`src/rtl/hub_pkg.sv`:
```
// Shared types for the packet hub.
// Assumes: nothing beyond IEEE 1800-2017.
package hub_pkg;

    // What happened to the receive request of the serviced interface
    typedef enum logic [1:0] {
        RX_IDLE  = 2'd0,
        RX_STORE = 2'd1,
        RX_DROP  = 2'd2
    } rx_outcome_e;

endpackage

```
`src/rtl/hub_rr_sched.sv`:
```
// Rotating service pointer: names one interface per clock and steps by one
// every cycle, with or without work.
// Assumes: NUM_IF >= 2.
module hub_rr_sched #(
    parameter int NUM_IF = 4,
    localparam int IF_W  = $clog2(NUM_IF)
) (
    input  logic              clk,
    input  logic              rst_n,
    output logic [IF_W-1:0]   sel,
    output logic [NUM_IF-1:0] grant
);

    localparam logic [IF_W-1:0] LAST = IF_W'(NUM_IF - 1);

    logic [IF_W-1:0] ptr_q;

    // Advance the pointer and wrap after the last interface
    always_ff @(posedge clk) begin
        if (!rst_n)
            ptr_q <= '0;
        else if (ptr_q == LAST)
            ptr_q <= '0;
        else
            ptr_q <= ptr_q + 1'b1;
    end

    // One-hot decode of the pointer
    always_comb begin
        for (int k = 0; k < NUM_IF; k++)
            grant[k] = (ptr_q == IF_W'(k));
    end

    assign sel = ptr_q;

endmodule

```
`src/rtl/hub_slot_fifo.sv`:
```
// FIFO of slot indices. It serves as the free-slot queue (PRELOAD=1, which
// fills it with 0..DEPTH-1 at reset) and as an outgoing queue (PRELOAD=0,
// empty at reset).
// Assumes: the user never pops when empty and never pushes when full
// unless a pop happens in the same cycle.
module hub_slot_fifo #(
    parameter int DEPTH   = 8,
    parameter int W       = 4,
    parameter bit PRELOAD = 1'b0,
    localparam int PW     = (DEPTH > 1) ? $clog2(DEPTH) : 1,
    localparam int CW     = $clog2(DEPTH + 1)
) (
    input  logic          clk,
    input  logic          rst_n,
    input  logic          push,
    input  logic [W-1:0]  push_data,
    input  logic          pop,
    output logic [W-1:0]  head,
    output logic [CW-1:0] count,
    output logic          full,
    output logic          empty
);

    localparam logic [PW-1:0] PTR_LAST = PW'(DEPTH - 1);

    logic [W-1:0]  store [DEPTH];
    logic [PW-1:0] rd_ptr;
    logic [PW-1:0] wr_ptr;
    logic [CW-1:0] cnt_q;

    // Pointer, count and storage update; the preload lives in the reset branch
    always_ff @(posedge clk) begin
        if (!rst_n) begin
            rd_ptr <= '0;
            wr_ptr <= '0;
            cnt_q  <= PRELOAD ? CW'(DEPTH) : '0;
            for (int k = 0; k < DEPTH; k++)
                store[k] <= PRELOAD ? W'(k) : '0;
        end else begin
            if (push) begin
                store[wr_ptr] <= push_data;
                wr_ptr <= (wr_ptr == PTR_LAST) ? '0 : wr_ptr + 1'b1;
            end
            if (pop)
                rd_ptr <= (rd_ptr == PTR_LAST) ? '0 : rd_ptr + 1'b1;
            case ({push, pop})
                2'b10:   cnt_q <= cnt_q + 1'b1;
                2'b01:   cnt_q <= cnt_q - 1'b1;
                default: cnt_q <= cnt_q;
            endcase
        end
    end

    assign head  = store[rd_ptr];
    assign count = cnt_q;
    assign full  = (cnt_q == CW'(DEPTH));
    assign empty = (cnt_q == '0);

endmodule

```
`src/rtl/hub_dp_ram.sv`:
```
// Packet word memory with one write port and one read port.
// The read is registered, so data follows the address by one cycle.
// Assumes: the two ports never target the same address in one cycle.
// Contents are not reset.
module hub_dp_ram #(
    parameter int DEPTH = 16,
    parameter int W     = 32,
    localparam int AW   = $clog2(DEPTH)
) (
    input  logic          clk,
    input  logic          wr_en,
    input  logic [AW-1:0] wr_addr,
    input  logic [W-1:0]  wr_data,
    input  logic          rd_en,
    input  logic [AW-1:0] rd_addr,
    output logic [W-1:0]  rd_data
);

    logic [W-1:0] cells [DEPTH];

    // Write port
    always_ff @(posedge clk) begin
        if (wr_en)
            cells[wr_addr] <= wr_data;
    end

    // Registered read port
    always_ff @(posedge clk) begin
        if (rd_en)
            rd_data <= cells[rd_addr];
    end

endmodule

```
`src/rtl/pkt_hub.sv`:
```
// Shared packet buffer hub. Each cycle it services one interface, chosen by
// a rotating pointer, on both receive and transmit. Slots come from a
// free-slot queue, and each destination keeps a capped FIFO of slot indices.
// Assumes: senders hold rx_valid, rx_dest and rx_data until rx_done or
// rx_drop; NUM_SLOTS is a power of two; TXQ_DIV divides NUM_SLOTS.
module pkt_hub #(
    parameter int NUM_IF    = 4,
    parameter int NUM_SLOTS = 16,
    parameter int DATA_W    = 32,
    parameter int TXQ_DIV   = 2,
    localparam int IF_W     = $clog2(NUM_IF),
    localparam int SLOT_W   = $clog2(NUM_SLOTS),
    localparam int TXQ_CAP  = NUM_SLOTS / TXQ_DIV,
    localparam int FCW      = $clog2(NUM_SLOTS + 1),
    localparam int QCW      = $clog2(TXQ_CAP + 1)
) (
    input  logic                     clk,
    input  logic                     rst_n,
    input  logic [NUM_IF-1:0]        rx_valid,
    input  logic [NUM_IF*IF_W-1:0]   rx_dest,
    input  logic [NUM_IF*DATA_W-1:0] rx_data,
    output logic [NUM_IF-1:0]        rx_done,
    output logic [NUM_IF-1:0]        rx_drop,
    input  logic [NUM_IF-1:0]        tx_ready,
    output logic                     tx_valid,
    output logic [IF_W-1:0]          tx_if,
    output logic [DATA_W-1:0]        tx_data
);
    import hub_pkg::*;

    // Service pointer
    logic [IF_W-1:0]   sel;
    logic [NUM_IF-1:0] grant;

    hub_rr_sched #(.NUM_IF(NUM_IF)) u_sched (
        .clk   (clk),
        .rst_n (rst_n),
        .sel   (sel),
        .grant (grant)
    );

    // Serviced interface's request fields
    logic              req_rx;
    logic [IF_W-1:0]   req_dest;
    logic [DATA_W-1:0] req_data;

    assign req_rx   = rx_valid[sel];
    assign req_dest = rx_dest[sel*IF_W +: IF_W];
    assign req_data = rx_data[sel*DATA_W +: DATA_W];

    // Free-slot queue
    logic              free_push;
    logic [SLOT_W-1:0] free_push_slot;
    logic              free_pop;
    logic [SLOT_W-1:0] free_head;
    logic [FCW-1:0]    free_cnt;
    logic              free_full;
    logic              free_empty;

    hub_slot_fifo #(
        .DEPTH   (NUM_SLOTS),
        .W       (SLOT_W),
        .PRELOAD (1'b1)
    ) u_free_q (
        .clk       (clk),
        .rst_n     (rst_n),
        .push      (free_push),
        .push_data (free_push_slot),
        .pop       (free_pop),
        .head      (free_head),
        .count     (free_cnt),
        .full      (free_full),
        .empty     (free_empty)
    );

    // Outgoing queues, one per interface
    logic [SLOT_W-1:0]     txq_head  [NUM_IF];
    logic [NUM_IF-1:0]     txq_full;
    logic [NUM_IF-1:0]     txq_empty;
    logic [NUM_IF-1:0]     txq_push;
    logic [NUM_IF-1:0]     txq_pop;
    logic [NUM_IF*QCW-1:0] txq_cnt;

    genvar gi;
    generate
        for (gi = 0; gi < NUM_IF; gi++) begin : g_txq
            hub_slot_fifo #(
                .DEPTH   (TXQ_CAP),
                .W       (SLOT_W),
                .PRELOAD (1'b0)
            ) u_txq (
                .clk       (clk),
                .rst_n     (rst_n),
                .push      (txq_push[gi]),
                .push_data (free_head),
                .pop       (txq_pop[gi]),
                .head      (txq_head[gi]),
                .count     (txq_cnt[gi*QCW +: QCW]),
                .full      (txq_full[gi]),
                .empty     (txq_empty[gi])
            );
        end
    endgenerate

    // Receive decision for the serviced interface
    rx_outcome_e outcome;

    always_comb begin
        if (!req_rx)
            outcome = RX_IDLE;
        else if (free_empty || txq_full[req_dest])
            outcome = RX_DROP;
        else
            outcome = RX_STORE;
    end

    // Transmit decision for the serviced interface
    logic              tx_go;
    logic [SLOT_W-1:0] tx_slot;

    assign tx_go   = tx_ready[sel] && !txq_empty[sel];
    assign tx_slot = txq_head[sel];

    // Queue controls: allocate on store, release on transmit read
    assign free_pop       = (outcome == RX_STORE);
    assign free_push      = tx_go;
    assign free_push_slot = tx_slot;

    // Per-queue push (destination of a stored word) and pop (serviced reader)
    always_comb begin
        for (int k = 0; k < NUM_IF; k++) begin
            txq_push[k] = (outcome == RX_STORE) && (req_dest == IF_W'(k));
            txq_pop[k]  = tx_go && grant[k];
        end
    end

    // Handshake pulses back to the serviced interface
    assign rx_done = grant & {NUM_IF{outcome == RX_STORE}};
    assign rx_drop = grant & {NUM_IF{outcome == RX_DROP}};

    // Packet memory: write port for receive, read port for transmit
    hub_dp_ram #(
        .DEPTH (NUM_SLOTS),
        .W     (DATA_W)
    ) u_ram (
        .clk     (clk),
        .wr_en   (free_pop),
        .wr_addr (free_head),
        .wr_data (req_data),
        .rd_en   (tx_go),
        .rd_addr (tx_slot),
        .rd_data (tx_data)
    );

    // Transmit valid and tag, aligned with the one-cycle RAM read
    always_ff @(posedge clk) begin
        if (!rst_n) begin
            tx_valid <= 1'b0;
            tx_if    <= '0;
        end else begin
            tx_valid <= tx_go;
            tx_if    <= sel;
        end
    end

endmodule

```
`config.mk`:
```
export PLATFORM = sky130hd
export DESIGN_NAME = pkt_hub
export DESIGN_NICKNAME = d
export VERILOG_FILES = /design/src/rtl/hub_pkg.sv /design/src/rtl/hub_rr_sched.sv /design/src/rtl/hub_slot_fifo.sv /design/src/rtl/hub_dp_ram.sv /design/src/rtl/pkt_hub.sv
export SDC_FILE = /design/constraint.sdc
export NUM_CORES = 1
export LEC_CHECK = 0
export BUFFER_PORTS_ARGS = -buffer_cell sky130_fd_sc_hd__buf_2
export CAP_MARGIN = 20
export CORE_MARGIN = 1.5
export CORE_UTILIZATION = 50
export DETAILED_ROUTE_END_ITERATION = 12
export PLACE_DENSITY_LB_ADDON = 0.3
export SYNTH_ARGS = -nofsm -noshare
export SYNTH_HDL_FRONTEND = slang
export SYNTH_SLANG_ARGS = --single-unit
export TNS_END_PERCENT = 50
```
`constraint.sdc`:
```
create_clock -name clk -period 8.1 [get_ports clk]
set_clock_uncertainty 0.15 [all_clocks]
set_input_delay 1.62 -clock clk [delete_from_list [all_inputs] [get_ports clk]]
set_output_delay 1.62 -clock clk [all_outputs]
set_load 0.05 [all_outputs]
```
==> results.py <==
metrics = {
    "place": {
        "dp_slack_ps": 2550,
        "io_buffers": 188,
        "gp_congestion": 0.820,
        "hpwl_mm": 43.5,
    },
    "logic_synthesis": {
        "synthMostInstantiatedCell": "edfxtp_1",
        "synthArstFlopShare": 0,
        "ys_top_cells_by_area": "edfxtp_1 64%, mux2i_1 8.3%, mux4_2 5.6%",
        "synth_warnings": 0,
        "synth_seq_area_share": 0.684,
        "netlist.area_leader.share": 0.641,
        "synth_flop_cell": "edfxtp_1",
        "ys_ff_latch": 810,
        "ys_top_cells_by_count": "736 x edfxtp_1, 285 x mux2i_1, 201 x nor2_1",
        "synth_edf_count": 736,
        "syn_area_um2": 34500,
        "synth_largest_area_cell": "edfxtp_1",
        "ys_types": 56,
        "synth_fp_nets": 2431,
        "avgSynthCellArea_um2": 15.3,
        "syn_inst": 2247,
    },
    "power": {
        "vdd_ir_drop_max_mv": 0.176,
        "power_density_nw_per_um2": 282,
        "p_leak_nw": 13.5,
    },
    "setup_path": {
        "r2r-end": "u_free_q.count[4]",
        "critical_path.slowest_cell": "mux4_2",
        "rrSetupSlack_ps": 3360,
        "critical_path_class": "in2out",
        "endpoint_kind": "output port",
        "worstSetupStartpointType": "primary input",
        "critPathMaxStageDelay_ps": 550,
        "crit_chain": "buf_2 -> mux4_2 -> mux2i_1 -> mux2i_1 -> nor3b_4 -> inv_2 -> nor2_1 -> buf_2",
        "required_ps": 6330,
        "reg2regPathDepth": 12,
        "cp_max_fo": 8,
        "critPathArrivalTime_ps": 3810,
        "r2r_start": "u_sched.sel[0]",
    },
    "sta": {
        "finalHoldViolCount": 0,
        "finalCriticalPeriod_ps": 5580,
        "clock.fmax_mhz": 179,
        "max_slew_margin": 0.240,
        "final_max_slew_viol_count": 0,
        "hold_slack_ps": 353,
        "fin_crit_sh": 0.689,
        "setup_viol": 0,
        "rsz0062_at_grt": "false",
        "setup_tns_ps": 0,
        "worst_pin_slew_ps": 1140,
        "finalWorstSetupSlack_ps": 2520,
    },
    "floorplan": {
        "fp.dieW_um": 266,
        "ioPinCount": 189,
        "initial_utilization": 0.504,
        "core-area_um2": 68300,
        "row_count": 96,
        "fp.dieArea_um2": 70500,
        "dieHeight_um": 266,
    },
    "global_route": {
        "grt_pass1_wl_mm": 112,
        "grt.overflow.total": 0,
        "grt_max_degree": 197,
        "antenna_found_initial": 3,
        "grt_pass1_vias": 19600,
        "grt_usage": 0.208,
    },
    "routing": {
        "totalWireLength_mm": 73.1,
        "wire_per_inst_um": 21.7,
        "vias_per_cell": 5.74,
        "dr.pass1.iters": 7,
        "postRouteAntennaNets": 0,
        "drtIter0Drc": 1739,
        "drc": 0,
        "vias": 19300,
    },
    "clock_tree": {
        "cts_setup_buffers": 0,
        "cts_tree": "built",
        "cts_inserted_buffers": 83,
        "cts_resized": 0,
        "cts_hold_buf": 0,
        "clk_latency_ps": 630,
        "root_buffer": "clkbuf_16",
        "htreeDepth": 3,
        "cts.clk_slew.worst_paths_ps": 50,
        "cts_sinks": 810,
        "cts_buffer_depth": 3,
    },
    "cells_and_area": {
        "antenna_cells": 0,
        "final_util": 0.571,
        "drive_gt1_frac": 0.216,
        "area_growth_pct": 13.3,
        "nNetsFinal": 2596,
    },
    "worst_hold_path": {
        "hold_end": "g_txq[2].u_txq.wr_ptr[1]",
        "hp-start": "g_txq[2].u_txq.wr_ptr[1]",
        "hp-class": "reg2reg",
        "holdPathStages": 2,
    },
    "flow_run": {
        "max-cap-violations": 0,
    },
    "outcome": {
        "status": "completed",
    },
}
[registers in the layout (all words and copies together) (netlist names), named ones only]
name                cells
g_txq.u_txq.count      16
u_free_q.count          5
g_txq.u_txq.rd_ptr     12
tx_valid                1
u_ram.rd_data          32
u_sched.sel             2
tx_if                   2
g_txq.u_txq.store     128
u_free_q.store         64
g_txq.u_txq.wr_ptr     12
u_ram.cells           512
u_free_q.rd_ptr         4
u_free_q.wr_ptr         4
[routing by layer]
layer / up-vias / global-route usage / part of all wire
met5: - / 0 / 0
met3: 99 / 0.0306 / 0.053
li1: 8897 / - / -
met1: 9777 / 0.277 / 0.42
met2: 521 / 0.357 / 0.51
met4: 0 / 0.0590 / 0.019
[worst max-delay path by stage]
stage / end / slack, ps / startpoint
floorplan: rx_done[0] / 2800 / rx_dest[7]
global placement: rx_done[1] / 2590 / rx_dest[7]
detailed placement: rx_done[1] / 2550 / rx_dest[7]
CTS: rx_done[1] / 2550 / rx_dest[7]
global route: rx_done[3] / 2410 / rx_dest[7]
finish: rx_done[0] / 2520 / rx_dest[7]
[layout by cell type (no fill, tap or decap), types with 5 or more instances in the layout]
cell type	count
ha_1	37
clkinv_1	18
or3_1	7
a21oi_1	21
inv_1	17
and3_1	6
xnor2_1	13
o221ai_1	36
a22oi_1	36
nor3_1	10
o21ai_1	7
mux2_2	68
clkbuf_16	83
and2_1	15
or2_2	9
nor3b_1	13
inv_2	8
buf_4	20
mux2i_1	285
nor2_4	16
mux4_2	86
nor2b_1	37
clkbuf_1	21
nand4_1	15
dfxtp_1	72
a21boi_0	10
nand3_1	20
clkinv_2	16
nand2b_1	9
nand2_1	200
nor2_1	185
xor2_1	10
buf_12	9
edfxtp_1	736
buf_2	187
bufinv_16	5
o21ai_0	72
[area by class of cell]
class,instances,area (um2)
multi-input cells,1274,10300
flip-flops and latches,810,23600
inverters,26,97.6
well taps,882,1100
fillers,5237,29300
clock buffers,105,2170
clock inverters,49,445
repair buffers,217,1290
[worst max-delay path: cells and delay by family]
kind	cells	cell delay, ps
buf+inv	3	590
mux	3	890
simple gates	2	700
[kinds of logic after synthesis]
| family | share of synthesized area |
|---|---|
| adders and majority gates | 0.0140 |
| and+or+nand+nor | 0.0755 |
| AOI/OAI and AO/OA | 0.0386 |
| muxes | 0.162 |
| DFF | 0.684 |
| xor gates and xnor gates | 0.00585 |
| buffers and inverters | 0.0200 |
[metrics by stage]
stage / power, mW / instance area [um2] / std cells
finish: 11.0 / 39000 / 3363
global route: 11.4 / 39000 / 3363
CTS: 11.1 / 38900 / 3358
detailed placement: 7.42 / 36300 / 3204
global placement: 7.35 / 36300 / 3201
floorplan: 6.72 / 34500 / 2247
[power breakdown]
group          switching, mW  internal, mW
logic                   1.43         0.770
registers              0.131          5.01
clock network           1.58          2.07
(Power assumes the default switching activity.)
